--- src/rtl/vport_pkg.sv ---
`timescale 1ns/1ps
package vport_pkg;

  // Register index within the port window (byte offsets 0, 2, 4, 6)
  typedef enum logic [1:0] {
    REG_PTR    = 2'd0,
    REG_DATA   = 2'd1,
    REG_STRIDE = 2'd2,
    REG_NONE   = 2'd3
  } vport_reg_e;

  // Where a returning read word comes from
  typedef enum logic [1:0] {
    SRC_VRAM   = 2'd0,
    SRC_STRIDE = 2'd1,
    SRC_ZERO   = 2'd2
  } vport_src_e;

  // Byte lane enable codes
  localparam logic [1:0] BE_WORD = 2'b11;
  localparam logic [1:0] BE_EVEN = 2'b10;

endpackage

--- src/rtl/vport_decode.sv ---
`timescale 1ns/1ps
module vport_decode
  import vport_pkg::*;
#(
  parameter int DATA_W = 16
) (
  input  logic              req,
  input  logic              we,
  input  logic [1:0]        reg_sel,
  input  logic [1:0]        be,
  input  logic [DATA_W-1:0] wdata,
  output logic              set_ptr,
  output logic              set_stride,
  output logic              wr_data,
  output logic              rd_any,
  output vport_src_e        rd_src,
  output logic [DATA_W-1:0] wword
);
  localparam int BYTE_W = DATA_W / 2;
  localparam int LANES  = 2;

  logic [DATA_W-1:0] doubled;
  logic              lane_ok;
  logic              wr_ok;
  vport_reg_e        rsel;

  // Even (high) byte copied into every lane
  for (genvar g = 0; g < LANES; g++) begin : g_dup
    assign doubled[g*BYTE_W +: BYTE_W] = wdata[DATA_W-1 -: BYTE_W];
  end

  always_comb begin
    rsel    = vport_reg_e'(reg_sel);
    lane_ok = (be == BE_WORD) || (be == BE_EVEN);
    wr_ok   = req && we && lane_ok;
    wword   = (be == BE_WORD) ? wdata : doubled;

    set_ptr    = wr_ok && (rsel == REG_PTR);
    wr_data    = wr_ok && (rsel == REG_DATA);
    set_stride = wr_ok && (rsel == REG_STRIDE);

    rd_any = req && !we;
    unique case (rsel)
      REG_PTR, REG_DATA: rd_src = SRC_VRAM;
      REG_STRIDE:        rd_src = SRC_STRIDE;
      default:           rd_src = SRC_ZERO;
    endcase
  end

endmodule

--- src/rtl/vport_regs.sv ---
`timescale 1ns/1ps
module vport_regs #(
  parameter int ADDR_W = 16,
  parameter int DATA_W = 16
) (
  input  logic              clk,
  input  logic              rst,
  input  logic              set_ptr,
  input  logic              set_stride,
  input  logic              wr_data,
  input  logic [DATA_W-1:0] wword,
  output logic [ADDR_W-1:0] ptr_q,
  output logic [DATA_W-1:0] stride_q
);
  logic [ADDR_W-1:0] ptr_load;
  logic [ADDR_W-1:0] step;

  // Fit the data word and the signed stride to the address width
  if (ADDR_W <= DATA_W) begin : g_narrow
    assign ptr_load = wword[ADDR_W-1:0];
    assign step     = stride_q[ADDR_W-1:0];
  end else begin : g_wide
    assign ptr_load = {{(ADDR_W-DATA_W){1'b0}}, wword};
    assign step     = {{(ADDR_W-DATA_W){stride_q[DATA_W-1]}}, stride_q};
  end

  always_ff @(posedge clk) begin
    if (rst) begin
      ptr_q    <= '0;
      stride_q <= '0;
    end else begin
      if (set_ptr)
        ptr_q <= ptr_load;
      else if (wr_data)
        ptr_q <= ptr_q + step;
      if (set_stride)
        stride_q <= wword;
    end
  end

  // a data write moves the pointer by the stride held at that time
  assert_ptr_advance_R3: assert property (@(posedge clk) disable iff (rst)
    (wr_data && !set_ptr) |=> ptr_q == ADDR_W'($past(ptr_q) + $past(step)));

  // no pointer or data write leaves the pointer untouched
  assert_ptr_hold_R4: assert property (@(posedge clk) disable iff (rst)
    (!set_ptr && !wr_data) |=> $stable(ptr_q));

  // the stride only moves on a stride write
  assert_stride_hold_R5: assert property (@(posedge clk) disable iff (rst)
    !set_stride |=> $stable(stride_q));

endmodule

--- src/rtl/vport_rdpath.sv ---
`timescale 1ns/1ps
module vport_rdpath
  import vport_pkg::*;
#(
  parameter int DATA_W = 16
) (
  input  logic              clk,
  input  logic              rst,
  input  logic              rd_any,
  input  vport_src_e        rd_src,
  input  logic [DATA_W-1:0] stride_q,
  input  logic [DATA_W-1:0] vram_rdata,
  output logic [DATA_W-1:0] rdata,
  output logic              rvalid
);
  vport_src_e        src_q;
  logic [DATA_W-1:0] stride_snap_q;

  always_ff @(posedge clk) begin
    if (rst) begin
      rvalid        <= 1'b0;
      src_q         <= SRC_ZERO;
      stride_snap_q <= '0;
    end else begin
      rvalid <= rd_any;
      if (rd_any) begin
        src_q         <= rd_src;
        stride_snap_q <= stride_q;
      end
    end
  end

  // Memory output register already holds the word for the request cycle
  always_comb begin
    unique case (src_q)
      SRC_VRAM:   rdata = vram_rdata;
      SRC_STRIDE: rdata = stride_snap_q;
      default:    rdata = '0;
    endcase
  end

  // unmapped reads return zero
  assert_unmapped_zero_R10: assert property (@(posedge clk) disable iff (rst)
    (rvalid && src_q == SRC_ZERO) |-> rdata == '0);

endmodule

--- src/rtl/vram_port.sv ---
`timescale 1ns/1ps
module vram_port
  import vport_pkg::*;
#(
  parameter int ADDR_W = 16,
  parameter int DATA_W = 16
) (
  input  logic              clk,
  input  logic              rst,
  input  logic              bus_req,
  input  logic              bus_we,
  input  logic [1:0]        bus_reg,
  input  logic [1:0]        bus_be,
  input  logic [DATA_W-1:0] bus_wdata,
  output logic [DATA_W-1:0] bus_rdata,
  output logic              bus_rvalid,
  output logic [ADDR_W-1:0] vram_addr,
  output logic [DATA_W-1:0] vram_wdata,
  output logic              vram_we,
  input  logic [DATA_W-1:0] vram_rdata
);
  localparam int BYTE_W = DATA_W / 2;

  logic              set_ptr;
  logic              set_stride;
  logic              wr_data;
  logic              rd_any;
  vport_src_e        rd_src;
  logic [DATA_W-1:0] wword;
  logic [ADDR_W-1:0] ptr_q;
  logic [DATA_W-1:0] stride_q;

  vport_decode #(.DATA_W(DATA_W)) u_decode (
    .req        (bus_req),
    .we         (bus_we),
    .reg_sel    (bus_reg),
    .be         (bus_be),
    .wdata      (bus_wdata),
    .set_ptr    (set_ptr),
    .set_stride (set_stride),
    .wr_data    (wr_data),
    .rd_any     (rd_any),
    .rd_src     (rd_src),
    .wword      (wword)
  );

  vport_regs #(.ADDR_W(ADDR_W), .DATA_W(DATA_W)) u_regs (
    .clk        (clk),
    .rst        (rst),
    .set_ptr    (set_ptr),
    .set_stride (set_stride),
    .wr_data    (wr_data),
    .wword      (wword),
    .ptr_q      (ptr_q),
    .stride_q   (stride_q)
  );

  vport_rdpath #(.DATA_W(DATA_W)) u_rdpath (
    .clk        (clk),
    .rst        (rst),
    .rd_any     (rd_any),
    .rd_src     (rd_src),
    .stride_q   (stride_q),
    .vram_rdata (vram_rdata),
    .rdata      (bus_rdata),
    .rvalid     (bus_rvalid)
  );

  assign vram_addr  = ptr_q;
  assign vram_we    = wr_data;
  assign vram_wdata = wword;

  // memory writes only come from data-port writes
  assert_we_from_data_R3: assert property (@(posedge clk) disable iff (rst)
    vram_we |-> (bus_req && bus_we && bus_reg == 2'd1));

  // an even-byte data write puts the same byte in both halves
  assert_byte_double_R6: assert property (@(posedge clk) disable iff (rst)
    (vram_we && bus_be == BE_EVEN) |->
      vram_wdata[DATA_W-1 -: BYTE_W] == vram_wdata[BYTE_W-1:0]);

  // odd-byte or empty-lane writes have no effect
  assert_odd_dropped_R7: assert property (@(posedge clk) disable iff (rst)
    (bus_req && bus_we && !bus_be[1]) |-> !vram_we);
  assert_odd_ptr_R7: assert property (@(posedge clk) disable iff (rst)
    (bus_req && bus_we && !bus_be[1]) |=> $stable(vram_addr));

  // read valid follows a read request by one cycle
  assert_rvalid_follows_R11: assert property (@(posedge clk) disable iff (rst)
    bus_rvalid |-> $past(bus_req && !bus_we));
  assert_rvalid_due_R11: assert property (@(posedge clk) disable iff (rst)
    (bus_req && !bus_we) |=> bus_rvalid);

endmodule

--- config.mk ---
export PLATFORM = sky130hd
export DESIGN_NAME = vram_port
export DESIGN_NICKNAME = d
export VERILOG_FILES = /design/src/rtl/vport_pkg.sv /design/src/rtl/vport_decode.sv /design/src/rtl/vport_regs.sv /design/src/rtl/vport_rdpath.sv /design/src/rtl/vram_port.sv
export SDC_FILE = /design/constraint.sdc
export NUM_CORES = 1
export LEC_CHECK = 0
export ABC_AREA = 1
export BUFFER_PORTS_ARGS = -buffer_cell sky130_fd_sc_hd__buf_2
export CAP_MARGIN = 20
export CORE_UTILIZATION = 25
export CTS_CLUSTER_SIZE = 12
export DETAILED_ROUTE_END_ITERATION = 16
export GPL_ROUTABILITY_DRIVEN = 0
export PLACE_DENSITY = 0.45
export SLEW_MARGIN = 30
export SYNTH_ARGS = -nofsm -noshare
export SYNTH_HDL_FRONTEND = slang
export SYNTH_SLANG_ARGS = --single-unit
--- constraint.sdc ---
create_clock -name clk -period 1.9 [get_ports clk]
set_input_delay 0.38 -clock clk [delete_from_list [all_inputs] [get_ports clk]]
set_output_delay 0.38 -clock clk [all_outputs]
set_load 0.02 [all_outputs]
==> results of run 1 <==
synth_stat cells, types with 2 or more instances:
| cell | count | area [µm²] |
|---|---|---|
| a21oi_1 | 38 | 190 |
| a21oi_2 | 8 | 70.1 |
| a31oi_1 | 4 | 25.0 |
| buf_2 | 6 | 30.0 |
| buf_4 | 9 | 67.6 |
| buf_6 | 2 | 22.5 |
| clkbuf_1 | 8 | 30.0 |
| dfxtp_1 | 51 | 1020 |
| ha_1 | 15 | 188 |
| inv_1 | 82 | 308 |
| inv_2 | 4 | 15.0 |
| nand2_1 | 112 | 420 |
| nand3_1 | 41 | 205 |
| nand3b_1 | 2 | 15.0 |
| nor2_1 | 45 | 169 |
| nor3_1 | 4 | 20.0 |
| o21ai_0 | 43 | 215 |
| o21ai_1 | 4 | 20.0 |
| o21ai_2 | 8 | 70.1 |
| or2_0 | 4 | 25.0 |
| or2_1 | 3 | 18.8 |
metal layers:
metal | GRT usage [%] | wire length (µm)
met1 | 21.6 | 4870
met2 | 24.5 | 4700
met3 | 2.16 | 697
met4 | 3.97 | 101
met5 | 0 | 0
cells by family after synthesis:
| family | count (synthesis) |
|---|---|
| AO/OA/AOI/OAI | 108 |
| XOR/XNOR | 1 |
| adder cells (fa/ha/maj) | 16 |
| buffers and inverters | 116 |
| flip-flops | 51 |
| AND/OR/NAND/NOR | 219 |
flip-flops by register name, summed over array words and instances (netlist names):
signal	flops
u_rdpath.src_q	2
u_regs.stride_q	16
u_rdpath.stride_snap_q	16
u_rdpath.rvalid	1
u_regs.ptr_q	16
stage by stage:
| step | setup slack (ns) | hold slack [ns] | power [µW] |
|---|---|---|---|
| floorplan | 0.106 | 0.447 | 1380 |
| global placement | 0.146 | 0.474 | 1520 |
| detailed placement | 0.0931 | 0.496 | 1530 |
| CTS | 0.0793 | 0.415 | 2560 |
| global route | 0.0111 | 0.444 | 2630 |
| finish | 0.141 | 0.416 | 2530 |
cell type report:
type	count	area share, %
inverters	89	8.56
repair buffers	97	12.5
clock inverters	2	0.930
multi-input cells	344	44.2
well taps	172	5.33
flip-flops and latches	51	25.3
clock buffers	5	3.10
where the power goes:
part,total (µW),switching [µW],internal (µW)
clock network,1030,416,615
registers,1130,23.7,1100
logic,373,248,125
total,2530,688,1840
worst reg2reg max path, cell delays in order (launching register included):
cell	delay, ns
dfxtp_1	0.33
ha_1	0.23
fa_2	0.35
nand2_1	0.10
nand2_1	0.08
nand2_1	0.09
inv_1	0.06
or2_2	0.27
nand3_1	0.07
a31oi_1	0.07
worst max-delay path by stage:
stage,start,end,cells past startpoint
3_5_place_dp,u_regs.ptr_q[0],u_regs.ptr_q[4],9
6_report,u_regs.ptr_q[0],u_regs.ptr_q[4],9
2_1_floorplan,u_rdpath.src_q[0],bus_rdata[0],5
5_1_grt,u_regs.ptr_q[0],u_regs.ptr_q[10],11
3_3_place_gp,u_regs.ptr_q[0],u_regs.ptr_q[4],9
4_1_cts,u_regs.ptr_q[0],u_regs.ptr_q[4],9
==> flow_metrics.tcl, run 1 <==
set metrics [dict create \
    slew_headroom_pct 74.9 \
    critPathKind "flop to flop" \
    synth-xor-area-share_pct 0.265 \
    final_cell_mix "nand2_1 (111), buf_2 (89), inv_1 (82)" \
    ir_drop_v 0.000344 \
    period_share_pct 92.6 \
    die_w_um 117 \
    r2r_end "u_regs.ptr_q[4]" \
    path_delay_family "simple AND/OR/NAND/NOR gates" \
    synth_seq_cells 51 \
    cp.required_ns 2.07 \
    final.setup.tns_ns 0 \
    cp-end-kind "flop" \
    path_buf_inv 1 \
    grt_overflow 0 \
    die-area_mm2 0.0137 \
    hold_violations 0 \
    netlist_instances 511 \
    p_leak_uw 0.00210 \
    io_pins 90 \
    skew_ns 0.00721 \
    ctsResizeCount 0 \
    cts_hold_buffers 0 \
    worstMarginPinSlew_ns 0.377 \
    antenna_cells 0 \
    cts_buffers 5 \
    cts_tree "yes" \
    grt_usage_pct 15.3 \
    fin_area_mm2 0.00404 \
    clock_latency_ns 0.29 \
    cp_slowest_stage_delay_ns 0.35 \
    cts.htree.levels 2 \
    synthMuxAreaShare_pct 0 \
    synthAdderAreaFrac_pct 6.27 \
    syn_area_mm2 0.00331 \
    synthSimpleGateAreaFrac_pct 28.6 \
    synth_nets 567 \
    portBuffers 89 \
    multiInputGateArea_mm2 0.00179 \
    path_max_fanout 3 \
    rsz0062_at_grt "no" \
    synth-edff-count 0 \
    rrSetupSlack_ns 0.14 \
    dp_cells 753 \
    core_mm2 0.0128 \
    wl_per_cell_um 13.6 \
    drv_cap 0 \
    vias 3371 \
    final_common_cell "nand2_1" \
    powerDensity_mw_per_mm2 628 \
    slew_violations 0 \
    worstHoldStart "bus_reg[1]" \
    status "finished, final reports clean" \
    async_flop_share_pct 0 \
    grt_pass1_vias 3073 \
    cp-start-kind "flop" \
    grt_max_degree 35 \
    worst-r2r-cell-count 9 \
    drtPass1Iterations 4 \
    ant_nets 0 \
    yosysSeqAreaShare_pct 30.8 \
    synth_compound_area_share_pct 18.6 \
    grt_pass1_wl_mm 15.8 \
    ys_dominant_reg_cell "dfxtp_1" \
    period_needed_ns 1.76 \
    min_to "u_rdpath.src_q[1]" \
    drcViolationCount 0 \
    n_fill_cell 1424 \
    synth_top_family_by_area "simple AND/OR/NAND/NOR gates" \
    post-route-util_pct 31.6 \
    place_area_mm2 0.00386 \
    avgViaCountPerCell 4.44 \
    yosysWarnings 0 \
    cts_setup_buffers 0 \
    clk_pin_slew_ns 0.07 \
    num_rows 41 \
    start_util_pct 25.9 \
    cp.arrival_ns 1.93 \
    regArea_mm2 0.00102 \
    root_buffer "clkbuf_16" \
    synthDistinctLibCells 39 \
    fin_cells 760 \
    crit_chain "ha_1 > fa_2 > nand2_1 > nand2_1 > nand2_1 > inv_1 > or2_2 > nand3_1 > a31oi_1" \
    drt-total-wl_mm 10.4 \
    drive_above_1_share_pct 23.1 \
    drt_iter0_markers 202 \
    antenna_found_initial 0 \
    clock-sinks 51 \
    timing.critical_path.mode_cell "nand2_1" \
    area_delta_synth_final_pct 21.9 \
    clock_path_buffers 2 \
    die_height_um 117 \
    max_freq_mhz 568 \
    worstHoldPathCells 3 \
    setup_viol 0 \
    crit_slowest_cell "fa_2" \
    hp-class "input port to flop" \
    reg2reg_from "u_regs.ptr_q[0]" \
    nets 644 \
    dp_hpwl_mm 8.02 \
    synth.avg_cell_area_um2 6.48 \
]
Note: power is estimated with default switching activity, not from simulation.
==> inputs of run 2 (changes only) <==
--- a/config.mk
+++ b/config.mk
@@ -12,6 +12,7 @@
 export CTS_CLUSTER_SIZE = 12
 export DETAILED_ROUTE_END_ITERATION = 16
 export GPL_ROUTABILITY_DRIVEN = 0
+export MAX_ROUTING_LAYER = met4
 export PLACE_DENSITY = 0.45
 export SLEW_MARGIN = 30
 export SYNTH_ARGS = -nofsm -noshare
==> run 2 against run 1 <==
  * Fmax shrank 0.45%
  * Clock power about the same
  * Wire length is 0.67% lower
  * Utilization did not move
  * Cell area did not move
  * Hold slack worse by 0.0015 ns
  * Register-to-register slack is essentially flat
  * Non-clock buffer count unchanged
  * First-iteration DRC count decreased by 3.0%
==> flow_metrics.tcl, run 2 (synthesized netlist as in run 1, its figures left out) <==
set metrics [dict create \
    status "finished, final reports clean" \
    nets 644 \
    crit_chain "ha_1 > fa_2 > nand2_1 > nand2_1 > nand2_1 > inv_1 > or2_2 > nand3_1 > a31oi_1" \
    clock_path_buffers 2 \
    antenna_cells 0 \
    setup_viol 0 \
    die_height_um 117 \
    wl_per_cell_um 13.6 \
    skew_ns 0.00669 \
    hold_violations 0 \
    drtPass1Iterations 4 \
    top_regs "u_rdpath.stride_snap_q x16, u_regs.ptr_q x16, u_regs.stride_q x16" \
    root_buffer "clkbuf_16" \
    period_share_pct 93.0 \
    post-route-util_pct 31.6 \
    crit_slowest_cell "fa_2" \
    ant_nets 0 \
    clk_pin_slew_ns 0.07 \
    antenna_found_initial 0 \
    grt_pass1_vias 3073 \
    reg2reg_from "u_regs.ptr_q[0]" \
    clock_latency_ns 0.29 \
    startpoint "u_regs.ptr_q[0]" \
    avgViaCountPerCell 4.40 \
    r2r_end "u_regs.ptr_q[4]" \
    cts_tree "yes" \
    die-area_mm2 0.0137 \
    grt_max_degree 35 \
    cp.required_ns 2.07 \
    rrSetupSlack_ns 0.13 \
    num_rows 41 \
    p_leak_uw 0.00210 \
    slew_headroom_pct 74.9 \
    cts.htree.levels 2 \
    critPathKind "flop to flop" \
    drt_iter0_markers 196 \
    drv_cap 0 \
    powerDensity_mw_per_mm2 628 \
    final_common_cell "nand2_1" \
    drcViolationCount 0 \
    cp.arrival_ns 1.94 \
    cp-endpoint "u_regs.ptr_q[4]" \
    place_area_mm2 0.00386 \
    drt-total-wl_mm 10.3 \
    slew_violations 0 \
    final.setup.tns_ns 0 \
    cts_buffers 5 \
    dp_hpwl_mm 8.02 \
    period_needed_ns 1.77 \
    worstMarginPinSlew_ns 0.377 \
    clock-sinks 51 \
    io_pins 90 \
    start_util_pct 25.9 \
    cp-end-kind "flop" \
    max_freq_mhz 566 \
    grt_usage_pct 15.8 \
    path_max_fanout 3 \
    drive_above_1_share_pct 23.1 \
    grt_overflow 0 \
    n_fill_cell 1424 \
    cp_slowest_stage_delay_ns 0.35 \
    ir_drop_v 0.000344 \
    worst-r2r-cell-count 9 \
    final_cell_mix "nand2_1 (111), buf_2 (89), inv_1 (82)" \
    fin_area_mm2 0.00404 \
    timing.critical_path.mode_cell "nand2_1" \
    rsz0062_at_grt "no" \
    area_delta_synth_final_pct 21.9 \
    die_w_um 117 \
    core_mm2 0.0128 \
    cts_setup_buffers 0 \
    cp-start-kind "flop" \
    vias 3343 \
    grt_pass1_wl_mm 15.8 \
    hp-class "input port to flop" \
    portBuffers 89 \
]
-- run 2: cell counts in the layout (fill, tap and decap cells not counted) --
No cell type changed its count.
-- run 2: repair_timing --
action                                  in CTS  in global routing
hold buffers                                 0                  0
resized for setup                            0                  4
endpoints found under the setup margin       0                 16
-- run 2: power by group --
group | switching, µW | internal, µW | total [µW]
sequential | 23.8 | 1100 | 1130
combinational | 248 | 125 | 373
clock | 417 | 615 | 1030
-- run 2: worst max-delay path: cells and delay by family (launching register included) --
kind,cells,cell delay (ns)
AO/OA/AOI/OAI,1,0.07
adder cells (fa/ha/maj),2,0.58
buffers and inverters,1,0.06
flip-flops,1,0.33
AND/OR/NAND/NOR,5,0.61
-- run 2: worst min path at each step --
stage | startpoint | endpoint | cells after the start
6_report | bus_reg[1] | u_rdpath.src_q[1] | 3
4_1_cts | bus_reg[1] | u_rdpath.src_q[1] | 3
3_5_place_dp | u_regs.stride_q[2] | u_regs.stride_q[2] | 2
3_3_place_gp | u_regs.stride_q[0] | u_regs.stride_q[0] | 2
5_1_grt | bus_wdata[15] | u_regs.stride_q[15] | 3
2_1_floorplan | u_regs.stride_q[3] | u_regs.stride_q[3] | 2
-- run 2: per-layer routing --
layer  wire (µm)  vias to the layer above  global-route usage [%]
met5           0                        -                       -
met4         138                        0                    3.97
met1        4950                     1480                    21.5
met3         661                       11                    2.06
met2        4550                       89                    24.6
li1            -                     1763                       -
-- run 2: layout make-up --
cell class	instances	area, µm²	area share (%)
Inverter	89	345	8.56
Tap cell	172	215	5.33
Multi-Input combinational cell	344	1790	44.2
Clock buffer	5	125	3.10
Timing Repair Buffer	97	505	12.5
Clock inverter	2	37.5	0.930
Sequential cell	51	1020	25.3
-- run 2: stage by stage --
stage / setup slack (ns) / instances / total power [µW] / hold WS [ns]
detailed placement: 0.0931 / 753 / 1530 / 0.496
global placement: 0.146 / 753 / 1520 / 0.474
CTS: 0.0793 / 760 / 2560 / 0.415
floorplan: 0.106 / 511 / 1380 / 0.447
global route: 0.0116 / 760 / 2630 / 0.444
finish: 0.133 / 760 / 2530 / 0.415
==> inputs of run 3 (changes only) <==
--- a/config.mk
+++ b/config.mk
@@ -17,4 +17,5 @@
 export SLEW_MARGIN = 30
 export SYNTH_ARGS = -nofsm -noshare
 export SYNTH_HDL_FRONTEND = slang
+export SYNTH_HIERARCHICAL = 1
 export SYNTH_SLANG_ARGS = --single-unit
==> run 3 against run 2 <==
  * Largest cell class unchanged
  * Non-clock buffer count is 2 lower
  * Fmax is 2.5% higher
  * Utilization is 0.39 points lower
  * Sequential cell count stayed put
  * Via count is 2.9% higher
  * Die area is 5.0% higher
  * Sequential share of layout area is 0.86 points lower
  * Synthesized cell count is 5.1% higher
  * Critical path depth is 1 higher
  * Global-route usage is 0.81 points lower
  * First-iteration DRC count is 33% lower
  * Setup slack better by 0.043 ns
==> flow_metrics.tcl, run 3 <==
set metrics [dict create \
    status "finished, final reports clean" \
    drv_cap 0 \
    drt-total-wl_mm 10.2 \
    slew_headroom_pct 67.4 \
    final.setup.tns_ns 0 \
    clock_path_buffers 2 \
    cp-end-kind "flop" \
    grt_usage_pct 15.0 \
    clockPowerShare_pct 40.3 \
    worstMarginPinSlew_ns 0.489 \
    cp.required_ns 2.13 \
    nets 666 \
    setup_viol 0 \
    core_mm2 0.0134 \
    yosys-top-cells-area "dfxtp_1 (29%), nand2_1 (22%), inv_1 (5.8%), ha_1 (5.4%), nand3_1 (5.2%)" \
    p_switching_uw 674 \
    skew_ns 0.00496 \
    area_delta_synth_final_pct 20.2 \
    clk_pin_slew_ns 0.07 \
    synth.avg_cell_area_um2 6.48 \
    syn_area_mm2 0.00348 \
    synth_common_cells "nand2_1 (202), inv_1 (54), dfxtp_1 (51)" \
    swShare_pct 26.8 \
    rsz0062_at_grt "no" \
    netlist_instances 537 \
    antenna_found_initial 0 \
    start_util_pct 26.0 \
    hold_violations 0 \
    cts_hold_buffers 0 \
    clock_latency_ns 0.29 \
    p_int_uw 1840 \
    antenna_cells 0 \
    num_rows 42 \
    yosysWarnings 6 \
    p_seq_share_pct 44.9 \
    grt_max_degree 37 \
    die_w_um 120 \
    root_buffer "clkbuf_16" \
    powerDensity_mw_per_mm2 601 \
    synth_nets 593 \
    ir_drop_v 0.000334 \
    post-route-util_pct 31.2 \
    final_cell_mix "nand2_1 (202), buf_2 (89), inv_1 (54)" \
    synth_seq_cells 51 \
    wl_per_cell_um 13.0 \
    period_needed_ns 1.72 \
    final_common_cell "nand2_1" \
    fin_cells 786 \
    yosysSeqAreaShare_pct 29.3 \
    drcViolationCount 0 \
    grt_overflow 0 \
    cts_setup_buffers 0 \
    drive_above_1_share_pct 25.7 \
    synth-edff-count 0 \
    p_leak_uw 0.00213 \
    top_regs "u_rdpath/stride_snap_q x16, u_regs/ptr_q x16, u_regs/stride_q x16" \
    portBuffers 89 \
    async_flop_share_pct 0 \
    cts.htree.levels 2 \
    cts_tree "yes" \
    drt_iter0_markers 132 \
    slew_violations 0 \
    power_uw 2510 \
    synth_top_area_cell "dfxtp_1" \
    path_max_fanout 3 \
    cts_buffers 5 \
    cp.arrival_ns 1.96 \
    ys_dominant_reg_cell "dfxtp_1" \
    dp_hpwl_mm 8.04 \
    ant_nets 0 \
    clock-sinks 51 \
    vias 3440 \
    cp-start-kind "flop" \
    drtPass1Iterations 5 \
    die-area_mm2 0.0144 \
    dp_cells 779 \
    max_freq_mhz 580 \
    io_pins 90 \
    comb_power_share_pct 14.8 \
    grt_pass1_wl_mm 16.6 \
    grt_pass1_vias 3288 \
    avgViaCountPerCell 4.38 \
    hp-class "input port to flop" \
    synthDistinctLibCells 37 \
    period_share_pct 90.8 \
    die_height_um 120 \
    synthDominantCellAreaShare_pct 29.3 \
    critPathKind "flop to flop" \
    yosysMostFrequentCell "nand2_1" \
]
[run 3: cell count changes after synthesis, sizes merged, moves of 4 or more]
| cell | previous run | this run |
|---|---|---|
| a21oi | 46 | 34 |
| clkbuf | 9 | 3 |
| a22oi | 0 | 11 |
| nor2 | 48 | 52 |
| inv | 88 | 62 |
| nand2 | 113 | 213 |
| o21ai | 55 | 0 |
| buf | 18 | 26 |
[run 3: per-stage QoR]
| step | hold slack (ns) | area, µm² | worst slack (ns) |
|---|---|---|---|
| floorplan | 0.450 | 3480 | 0.184 |
| global placement | 0.464 | 4020 | 0.193 |
| detailed placement | 0.470 | 4020 | 0.163 |
| CTS | 0.384 | 4180 | 0.00853 |
| global route | 0.410 | 4180 | 0.0227 |
| finish | 0.390 | 4180 | 0.175 |
[run 3: what timing repair did]
item                                    4_1_cts  5_1_grt
gates resized for setup                       0        2
pin swaps                                     1        0
endpoints found under the setup margin        2       17
[run 3: final cells by class]
class,count,area (µm²)
Timing Repair Buffer,95,503
Sequential cell,51,1020
Multi-Input combinational cell,394,2040
Inverter,63,236
Fill cell,1502,9220
Clock buffer,5,125
Tap cell,176,220
Clock inverter,2,37.5
[run 3: kinds of logic after synthesis]
logic type                 after synthesis  share of synthesized area, %
and+or+nand+nor                        324                          42.0
DFF                                     51                          29.3
adders and majority gates               16                          5.97
buffers and inverters                   92                          12.3
xor gates and xnor gates                 4                          1.01
AOI/OAI and AO/OA                       50                          9.39
[run 3: power groups by stage]
stage	Clock, µW	Combinational (µW)	Sequential (µW)
floorplan	0	253	1150
global placement	0	369	1150
detailed placement	0	373	1150
CTS	1040	374	1130
global route	1090	409	1140
finish	1010	371	1130
[run 3: final timing paths]
kind | start | endpoint | slack (ns) | cells past startpoint
hold / removal | bus_wdata[15] | u_regs/stride_q[15] | 0.39 | 3
setup / recovery | u_regs/stride_q[0] | u_regs/ptr_q[8] | 0.18 | 10
hold reg to reg | u_rdpath/stride_snap_q[2] | u_rdpath/stride_snap_q[2] | 0.48 | 2
setup reg to reg | u_regs/stride_q[0] | u_regs/ptr_q[8] | 0.18 | 10
[run 3: worst max-delay path, cell delays in order (launching register included)]
cell     delay (ns)
dfxtp_1        0.34
ha_2           0.20
fa_1           0.38
nand2_1        0.10
nand2_1        0.07
and2_4         0.15
nand2_1        0.05
nand2_1        0.06
xor2_1         0.13
nand2_1        0.08
a21oi_2        0.11
[run 3: per-layer routing]
metal / GRT usage [%] / part of all wire (%) / up-vias
li1: - / - / 1809
met1: 19.3 / 49 / 1544
met2: 24.6 / 46 / 81
met3: 1.66 / 3.6 / 6
met4: 4.14 / 1.3 / 0
met5: - / 0 / -
